==> src/rtl/uart_fifo_regs_pkg.sv <==
package uart_fifo_regs_pkg;
  localparam int unsigned WORD_W   = 32;
  localparam int unsigned OFFS_W   = 5;
  localparam int unsigned BYTE_W   = 8;
  localparam int unsigned WM_LSB   = 16;
  localparam int unsigned WM_W     = 3;
  localparam int unsigned FLAG_BIT = 31;
  localparam logic [1:0]  SIZE_WORD = 2'd2;

  localparam logic [OFFS_W-1:0] OFF_INTEN   = 5'h00;
  localparam logic [OFFS_W-1:0] OFF_INTPEND = 5'h04;
  localparam logic [OFFS_W-1:0] OFF_TXDATA  = 5'h08;
  localparam logic [OFFS_W-1:0] OFF_RXDATA  = 5'h0C;
  localparam logic [OFFS_W-1:0] OFF_TXCFG   = 5'h10;
  localparam logic [OFFS_W-1:0] OFF_RXCFG   = 5'h14;
  localparam logic [OFFS_W-1:0] OFF_BAUD    = 5'h18;

  typedef enum logic [2:0] {
    SEL_INTEN,
    SEL_INTPEND,
    SEL_TXDATA,
    SEL_RXDATA,
    SEL_TXCFG,
    SEL_RXCFG,
    SEL_BAUD,
    SEL_NONE
  } reg_sel_e;
endpackage

==> src/rtl/uart_byte_fifo.sv <==
module uart_byte_fifo #(
  parameter int unsigned WIDTH = 8,
  parameter int unsigned DEPTH = 8
) (
  input  logic                         clk,
  input  logic                         rst,
  input  logic                         push,
  input  logic [WIDTH-1:0]             push_data,
  input  logic                         pop,
  output logic [WIDTH-1:0]             head,
  output logic [$clog2(DEPTH+1)-1:0]   count,
  output logic                         full,
  output logic                         empty
);
  localparam int unsigned PTR_W = (DEPTH > 1) ? $clog2(DEPTH) : 1;
  localparam int unsigned CNT_W = $clog2(DEPTH+1);
  localparam logic [PTR_W-1:0] LAST_PTR = PTR_W'(DEPTH-1);
  localparam logic [CNT_W-1:0] FULL_CNT = CNT_W'(DEPTH);

  logic [WIDTH-1:0] mem_q [DEPTH];
  logic [PTR_W-1:0] wr_ptr_q, rd_ptr_q;
  logic [CNT_W-1:0] count_q;
  logic             push_ok, pop_ok;

  assign full    = (count_q == FULL_CNT);
  assign empty   = (count_q == '0);
  assign push_ok = push && !full;
  assign pop_ok  = pop && !empty;
  assign count   = count_q;
  assign head    = mem_q[rd_ptr_q];

  // storage without reset so it maps onto distributed RAM
  always_ff @(posedge clk) begin
    if (push_ok) mem_q[wr_ptr_q] <= push_data;
  end

  always_ff @(posedge clk) begin
    if (rst) begin
      wr_ptr_q <= '0;
      rd_ptr_q <= '0;
      count_q  <= '0;
    end else begin
      if (push_ok) wr_ptr_q <= (wr_ptr_q == LAST_PTR) ? '0 : wr_ptr_q + 1'b1;
      if (pop_ok)  rd_ptr_q <= (rd_ptr_q == LAST_PTR) ? '0 : rd_ptr_q + 1'b1;
      case ({push_ok, pop_ok})
        2'b10:   count_q <= count_q + 1'b1;
        2'b01:   count_q <= count_q - 1'b1;
        default: count_q <= count_q;
      endcase
    end
  end

  // a push into a full queue without a pop leaves it full
  no_overflow_chk: assert property (@(posedge clk) disable iff (rst)
    (push && full && !pop) |=> (count == FULL_CNT));

  // a pop from an empty queue without a push leaves it empty
  no_underflow_chk: assert property (@(posedge clk) disable iff (rst)
    (pop && empty && !push) |=> empty);
endmodule

==> src/rtl/uart_bus_decode.sv <==
module uart_bus_decode
  import uart_fifo_regs_pkg::*;
(
  input  logic              bus_req,
  input  logic              bus_we,
  input  logic [OFFS_W-1:0] bus_addr,
  input  logic [1:0]        bus_size,
  output logic              acc_ok,
  output logic              acc_bad,
  output logic              wr_en,
  output logic              rd_en,
  output reg_sel_e          sel
);
  logic shape_ok;

  assign shape_ok = (bus_size == SIZE_WORD) && (bus_addr[1:0] == 2'b00);
  assign acc_ok   = bus_req && shape_ok;
  assign acc_bad  = bus_req && !shape_ok;
  assign wr_en    = acc_ok && bus_we;
  assign rd_en    = acc_ok && !bus_we;

  always_comb begin
    unique case (bus_addr)
      OFF_INTEN:   sel = SEL_INTEN;
      OFF_INTPEND: sel = SEL_INTPEND;
      OFF_TXDATA:  sel = SEL_TXDATA;
      OFF_RXDATA:  sel = SEL_RXDATA;
      OFF_TXCFG:   sel = SEL_TXCFG;
      OFF_RXCFG:   sel = SEL_RXCFG;
      OFF_BAUD:    sel = SEL_BAUD;
      default:     sel = SEL_NONE;
    endcase
  end
endmodule

==> src/rtl/uart_irq_logic.sv <==
module uart_irq_logic
  import uart_fifo_regs_pkg::*;
#(
  parameter int unsigned CNT_W = 4
) (
  input  logic [1:0]       ien,
  input  logic [CNT_W-1:0] tx_count,
  input  logic [CNT_W-1:0] rx_count,
  input  logic [WM_W-1:0]  tx_mark,
  input  logic [WM_W-1:0]  rx_mark,
  input  logic             rx_empty,
  output logic [1:0]       pend,
  output logic             irq
);
  localparam int unsigned CMP_W = (CNT_W > WM_W) ? CNT_W : WM_W;

  logic [CMP_W-1:0] tx_c, rx_c, tx_m, rx_m;

  assign tx_c = CMP_W'(tx_count);
  assign rx_c = CMP_W'(rx_count);
  assign tx_m = CMP_W'(tx_mark);
  assign rx_m = CMP_W'(rx_mark);

  assign pend[0] = (tx_c < tx_m);
  assign pend[1] = (rx_c > rx_m);

  // level output formed from flops through a single gate level
  assign irq = ien[0] || (ien[1] && !rx_empty);
endmodule

==> src/rtl/uart_fifo_regs.sv <==
module uart_fifo_regs
  import uart_fifo_regs_pkg::*;
#(
  parameter int unsigned TX_DEPTH = 8,
  parameter int unsigned RX_DEPTH = 8
) (
  input  logic              clk,
  input  logic              rst,
  input  logic              bus_req,
  input  logic              bus_we,
  input  logic [4:0]        bus_addr,
  input  logic [1:0]        bus_size,
  input  logic [31:0]       bus_wdata,
  output logic [31:0]       bus_rdata,
  output logic              bus_rvalid,
  output logic              bus_err,
  output logic [7:0]        tx_data,
  output logic              tx_valid,
  input  logic              tx_ready,
  input  logic [7:0]        rx_data,
  input  logic              rx_valid,
  output logic              irq,
  output logic [31:0]       baud_div
);
  localparam int unsigned TX_CNT_W = $clog2(TX_DEPTH+1);
  localparam int unsigned RX_CNT_W = $clog2(RX_DEPTH+1);
  localparam int unsigned CNT_W    = (TX_CNT_W > RX_CNT_W) ? TX_CNT_W : RX_CNT_W;
  localparam logic [WORD_W-1:0] EMPTY_WORD = WORD_W'(1) << FLAG_BIT;

  logic              acc_ok, acc_bad, wr_en, rd_en;
  reg_sel_e          sel;
  logic [1:0]        ien_q;
  logic [WORD_W-1:0] txcfg_q, rxcfg_q, baud_q;
  logic [WORD_W-1:0] rdata_d, rdata_q;
  logic              rvalid_q, err_q;

  logic [BYTE_W-1:0]   tx_head, rx_head;
  logic [TX_CNT_W-1:0] tx_count;
  logic [RX_CNT_W-1:0] rx_count;
  logic                tx_full, tx_empty, rx_full, rx_empty;
  logic                tx_push, tx_pop, rx_pop;
  logic [1:0]          pend;

  uart_bus_decode u_decode (
    .bus_req  (bus_req),
    .bus_we   (bus_we),
    .bus_addr (bus_addr),
    .bus_size (bus_size),
    .acc_ok   (acc_ok),
    .acc_bad  (acc_bad),
    .wr_en    (wr_en),
    .rd_en    (rd_en),
    .sel      (sel)
  );

  assign tx_push = wr_en && (sel == SEL_TXDATA);
  assign tx_pop  = tx_valid && tx_ready;
  assign rx_pop  = rd_en && (sel == SEL_RXDATA);

  uart_byte_fifo #(.WIDTH(BYTE_W), .DEPTH(TX_DEPTH)) u_tx_fifo (
    .clk       (clk),
    .rst       (rst),
    .push      (tx_push),
    .push_data (bus_wdata[BYTE_W-1:0]),
    .pop       (tx_pop),
    .head      (tx_head),
    .count     (tx_count),
    .full      (tx_full),
    .empty     (tx_empty)
  );

  uart_byte_fifo #(.WIDTH(BYTE_W), .DEPTH(RX_DEPTH)) u_rx_fifo (
    .clk       (clk),
    .rst       (rst),
    .push      (rx_valid),
    .push_data (rx_data),
    .pop       (rx_pop),
    .head      (rx_head),
    .count     (rx_count),
    .full      (rx_full),
    .empty     (rx_empty)
  );

  uart_irq_logic #(.CNT_W(CNT_W)) u_irq (
    .ien      (ien_q),
    .tx_count (CNT_W'(tx_count)),
    .rx_count (CNT_W'(rx_count)),
    .tx_mark  (txcfg_q[WM_LSB +: WM_W]),
    .rx_mark  (rxcfg_q[WM_LSB +: WM_W]),
    .rx_empty (rx_empty),
    .pend     (pend),
    .irq      (irq)
  );

  always_ff @(posedge clk) begin
    if (rst) begin
      ien_q   <= '0;
      txcfg_q <= '0;
      rxcfg_q <= '0;
      baud_q  <= '0;
    end else if (wr_en) begin
      case (sel)
        SEL_INTEN: ien_q   <= bus_wdata[1:0];
        SEL_TXCFG: txcfg_q <= bus_wdata;
        SEL_RXCFG: rxcfg_q <= bus_wdata;
        SEL_BAUD:  baud_q  <= bus_wdata;
        default:   ;
      endcase
    end
  end

  always_comb begin
    case (sel)
      SEL_INTEN:   rdata_d = WORD_W'(ien_q);
      SEL_INTPEND: rdata_d = WORD_W'(pend);
      SEL_TXDATA:  rdata_d = tx_full ? EMPTY_WORD : '0;
      SEL_RXDATA:  rdata_d = rx_empty ? EMPTY_WORD : WORD_W'(rx_head);
      SEL_TXCFG:   rdata_d = txcfg_q;
      SEL_RXCFG:   rdata_d = rxcfg_q;
      SEL_BAUD:    rdata_d = baud_q;
      default:     rdata_d = '0;
    endcase
  end

  always_ff @(posedge clk) begin
    if (rst) begin
      rdata_q  <= '0;
      rvalid_q <= 1'b0;
      err_q    <= 1'b0;
    end else begin
      rdata_q  <= rd_en ? rdata_d : '0;
      rvalid_q <= rd_en;
      err_q    <= acc_bad;
    end
  end

  assign bus_rdata  = rdata_q;
  assign bus_rvalid = rvalid_q;
  assign bus_err    = err_q;
  assign tx_data    = tx_head;
  assign tx_valid   = !tx_empty;
  assign baud_div   = baud_q;


  bad_size_chk: assert property (@(posedge clk) disable iff (rst)
    (bus_req && bus_size != SIZE_WORD) |=> (bus_err && !bus_rvalid));


  rx_empty_flag_chk: assert property (@(posedge clk) disable iff (rst)
    (rd_en && sel == SEL_RXDATA && rx_empty) |=> (bus_rdata == EMPTY_WORD));


  tx_full_flag_chk: assert property (@(posedge clk) disable iff (rst)
    (rd_en && sel == SEL_TXDATA && tx_full) |=> bus_rdata[FLAG_BIT]);


  tx_hold_chk: assert property (@(posedge clk) disable iff (rst)
    (tx_valid && !tx_ready) |=> (tx_valid && $stable(tx_data)));


  ien_write_chk: assert property (@(posedge clk) disable iff (rst)
    (wr_en && sel == SEL_INTEN && bus_wdata[0]) |=> irq);


  reset_quiet_chk: assert property (@(posedge clk)
    rst |=> (!irq && !tx_valid && baud_div == '0));
endmodule

==> config.mk <==
export PLATFORM = sky130hd
export DESIGN_NAME = uart_fifo_regs
export DESIGN_NICKNAME = d
export VERILOG_FILES = /design/src/rtl/uart_fifo_regs_pkg.sv /design/src/rtl/uart_byte_fifo.sv /design/src/rtl/uart_bus_decode.sv /design/src/rtl/uart_irq_logic.sv /design/src/rtl/uart_fifo_regs.sv
export SDC_FILE = /design/constraint.sdc
export NUM_CORES = 1
export LEC_CHECK = 0
export ABC_AREA = 1
export BUFFER_PORTS_ARGS = -buffer_cell sky130_fd_sc_hd__buf_2
export CAP_MARGIN = 15
export CORE_UTILIZATION = 53
export DETAILED_ROUTE_END_ITERATION = 8
export PLACE_DENSITY = 0.83
export SLEW_MARGIN = 15
export SYNTH_ARGS = -nofsm -noshare
export SYNTH_HDL_FRONTEND = slang
export SYNTH_HIERARCHICAL = 1
export SYNTH_SLANG_ARGS = --single-unit
==> constraint.sdc <==
create_clock -name clk -period 2.6 [get_ports clk]
set_input_delay 0.26 -clock clk [delete_from_list [all_inputs] [get_ports clk]]
set_output_delay 0.26 -clock clk [all_outputs]
set_load 0.02 [all_outputs]
==> metrics <==
first-pass GRT wire length 48900 um; Final Cell Area 0.0141 mm2; Post-DP Area 0.0129 mm2; layout cells sized above 1 16.3%; Critical Path Most Common Cell inv_1; period utilization 88.8%; Mapped Nets 1386; Initial Util 54.5%; DRC 6; P&R area growth vs syn 17.4%; crit path kind flop to flop; crit-path cells inv_1 > nand3_1 > inv_1 > nor2_1 > nand2_1 > inv_1 > ha_1 > nand2_1 > inv_1 > nor2_1 > ha_1 > a21oi_1 > xnor2_1 > o21ai_0 > inv_1; Reg clk slew, reported paths 0.06 ns; clk buf depth 3; Worst-Skew Late Latency 0.55 ns; Buf+Inv Stages, Crit Path 5; Critical Path Slowest Stage Cell dfxtp_1; failing checks DRC; # clock sinks 286; Slew HR 43.1%; CTS tree built; crit path launch type flop; RD Place Congestion 0.847; CTS buffer count 28; maximum vdd ir drop 0.532 mV; Worst Skew 0.0205 ns; WL per Instance 17.4 um; Total Routing Usage GR 25.9%; Avg Cell Area, Syn 9.13 um2; htree depth 1; critical path arrival 2.74 ns; pre-CTS setup slack 0.0439 ns; die footprint 0.0232 mm2; Cells after Synth 1314; Final ANT Viol Nets 0; drt first pass iters 9; setup slack after layout 0.292 ns; Cell Area, Synth 0.0120 mm2; core area 0.0220 mm2; Detailed Route WL 30600 um; class of the worst hold path input port to flop; Cell Pwr Density 659 mW/mm2; Worst path max stage delay 0.42 ns; Worst Tran Pin Value 0.850 ns; DP HPWL 18900 um; vias in the first global route 9774; antenna violations before repair 1; CP top delay family simple AND/OR/NAND/NOR gates; crit path max fanout 5; Crit. End Element flop; Slew Viols, Final 0; nets@finish 1533; Die Width 152 um; clock root buffer clkbuf_16; WP data required 3.03 ns; Ant. Diodes 0; DR vias 10.2k; Setup Buffers After CTS 0; P_leak 5.63 nW; number of I/O pins 129; FP Rows 54; Die Height 152 um; final-report hold violation count 0; initial DRC count 1180; vias per cell 5.76; # port buffers 128; RSZ-0062 raised after global routing no; Final Critical Period 2.31 ns; setup TNS 0 ns; Max Cap Viol 0; status finished with violations; Max Fclk 433 MHz; yosys warns 6; largest net degree at the start of global routing 74; GRT overflow 0; # setup viols final 0
==> stage by stage <==
| stage | power (mW) | cells | hold slack (ns) | util [%] |
|---|---|---|---|---|
| after floorplan | 5.05 | 1314 | 0.359 | - |
| after global placement | 5.21 | 1684 | 0.434 | 58.5 |
| after detailed placement | 5.23 | 1684 | 0.440 | 58.5 |
| after CTS | 9.31 | 1763 | 0.00513 | 64.0 |
| after global routing | 9.55 | 1763 | 0.00313 | 64.0 |
| final | 9.28 | 1763 | 0.00415 | 64.0 |
==> timing repair <==
action                                  in CTS  in global routing
hold buffers                                27                  0
resized for setup                            0                  1
endpoints found under the setup margin       0                  1
hold endpoints to repair                    78                  0
==> state kept, by name (all words and copies together) (netlist names), named ones only <==
name and cells:
bus_rvalid 1, u_tx_fifo/wr_ptr_q 3, u_tx_fifo/mem_q 64, bus_rdata 32
u_rx_fifo/count 4, rxcfg_q 32, u_rx_fifo/wr_ptr_q 3, txcfg_q 32
u_tx_fifo/rd_ptr_q 3, u_rx_fifo/rd_ptr_q 3, baud_div 32, bus_err 1
u_tx_fifo/count 4, ien_q 2, u_rx_fifo/mem_q 64
==> layout make-up <==
cell class / instances / area [um2]
well taps: 280 / 350
multi-input cells: 854 / 4190
flip-flops and latches: 286 / 7010
clock inverters: 19 / 194
fillers: 1645 / 7940
inverters: 95 / 357
repair buffers: 196 / 1250
clock buffers: 33 / 741
==> power breakdown <==
part / switching, mW / internal [mW]
sequential: 0.0230 / 4.74
clock: 1.68 / 2.43
combinational: 0.283 / 0.132
total: 1.99 / 7.30
==> metal layers <==
metal	vias up	track usage [%]	wire length [um]
li1	4747	-	-
met1	4746	32.6	11700
met3	93	4.95	2970
met4	0	12.5	1060
met2	572	43.2	14900
met5	-	0	0
==> placed cells by master, fill, tap and decap left out, drive strengths merged, types with 3 or more instances in the layout <==
master       count
clkbuf          33
dlygate4sd3     27
inv             92
nand2          303
ha              19
edfxtp         128
buf            169
nand4           62
xnor2            4
bufinv           4
nor2           128
o22ai           16
a211oi           3
clkinv          16
nand3           90
o21ai           86
a21oi          114
mux2i           16
dfxtp          158
==> path summary, 6_finish.rpt <==
kind	startpoint	end	slack [ns]	cells past startpoint
setup / recovery	u_tx_fifo/count[3]	u_tx_fifo/count[2]	0.29	15
hold / removal	rx_data[1]	u_rx_fifo/mem_q[7][1]	0.004	1
setup reg to reg	u_tx_fifo/count[3]	u_tx_fifo/count[2]	0.29	15
hold reg to reg	rxcfg_q[6]	rxcfg_q[6]	0.45	2
No activity file was read; power rests on OpenSTA's default activity.
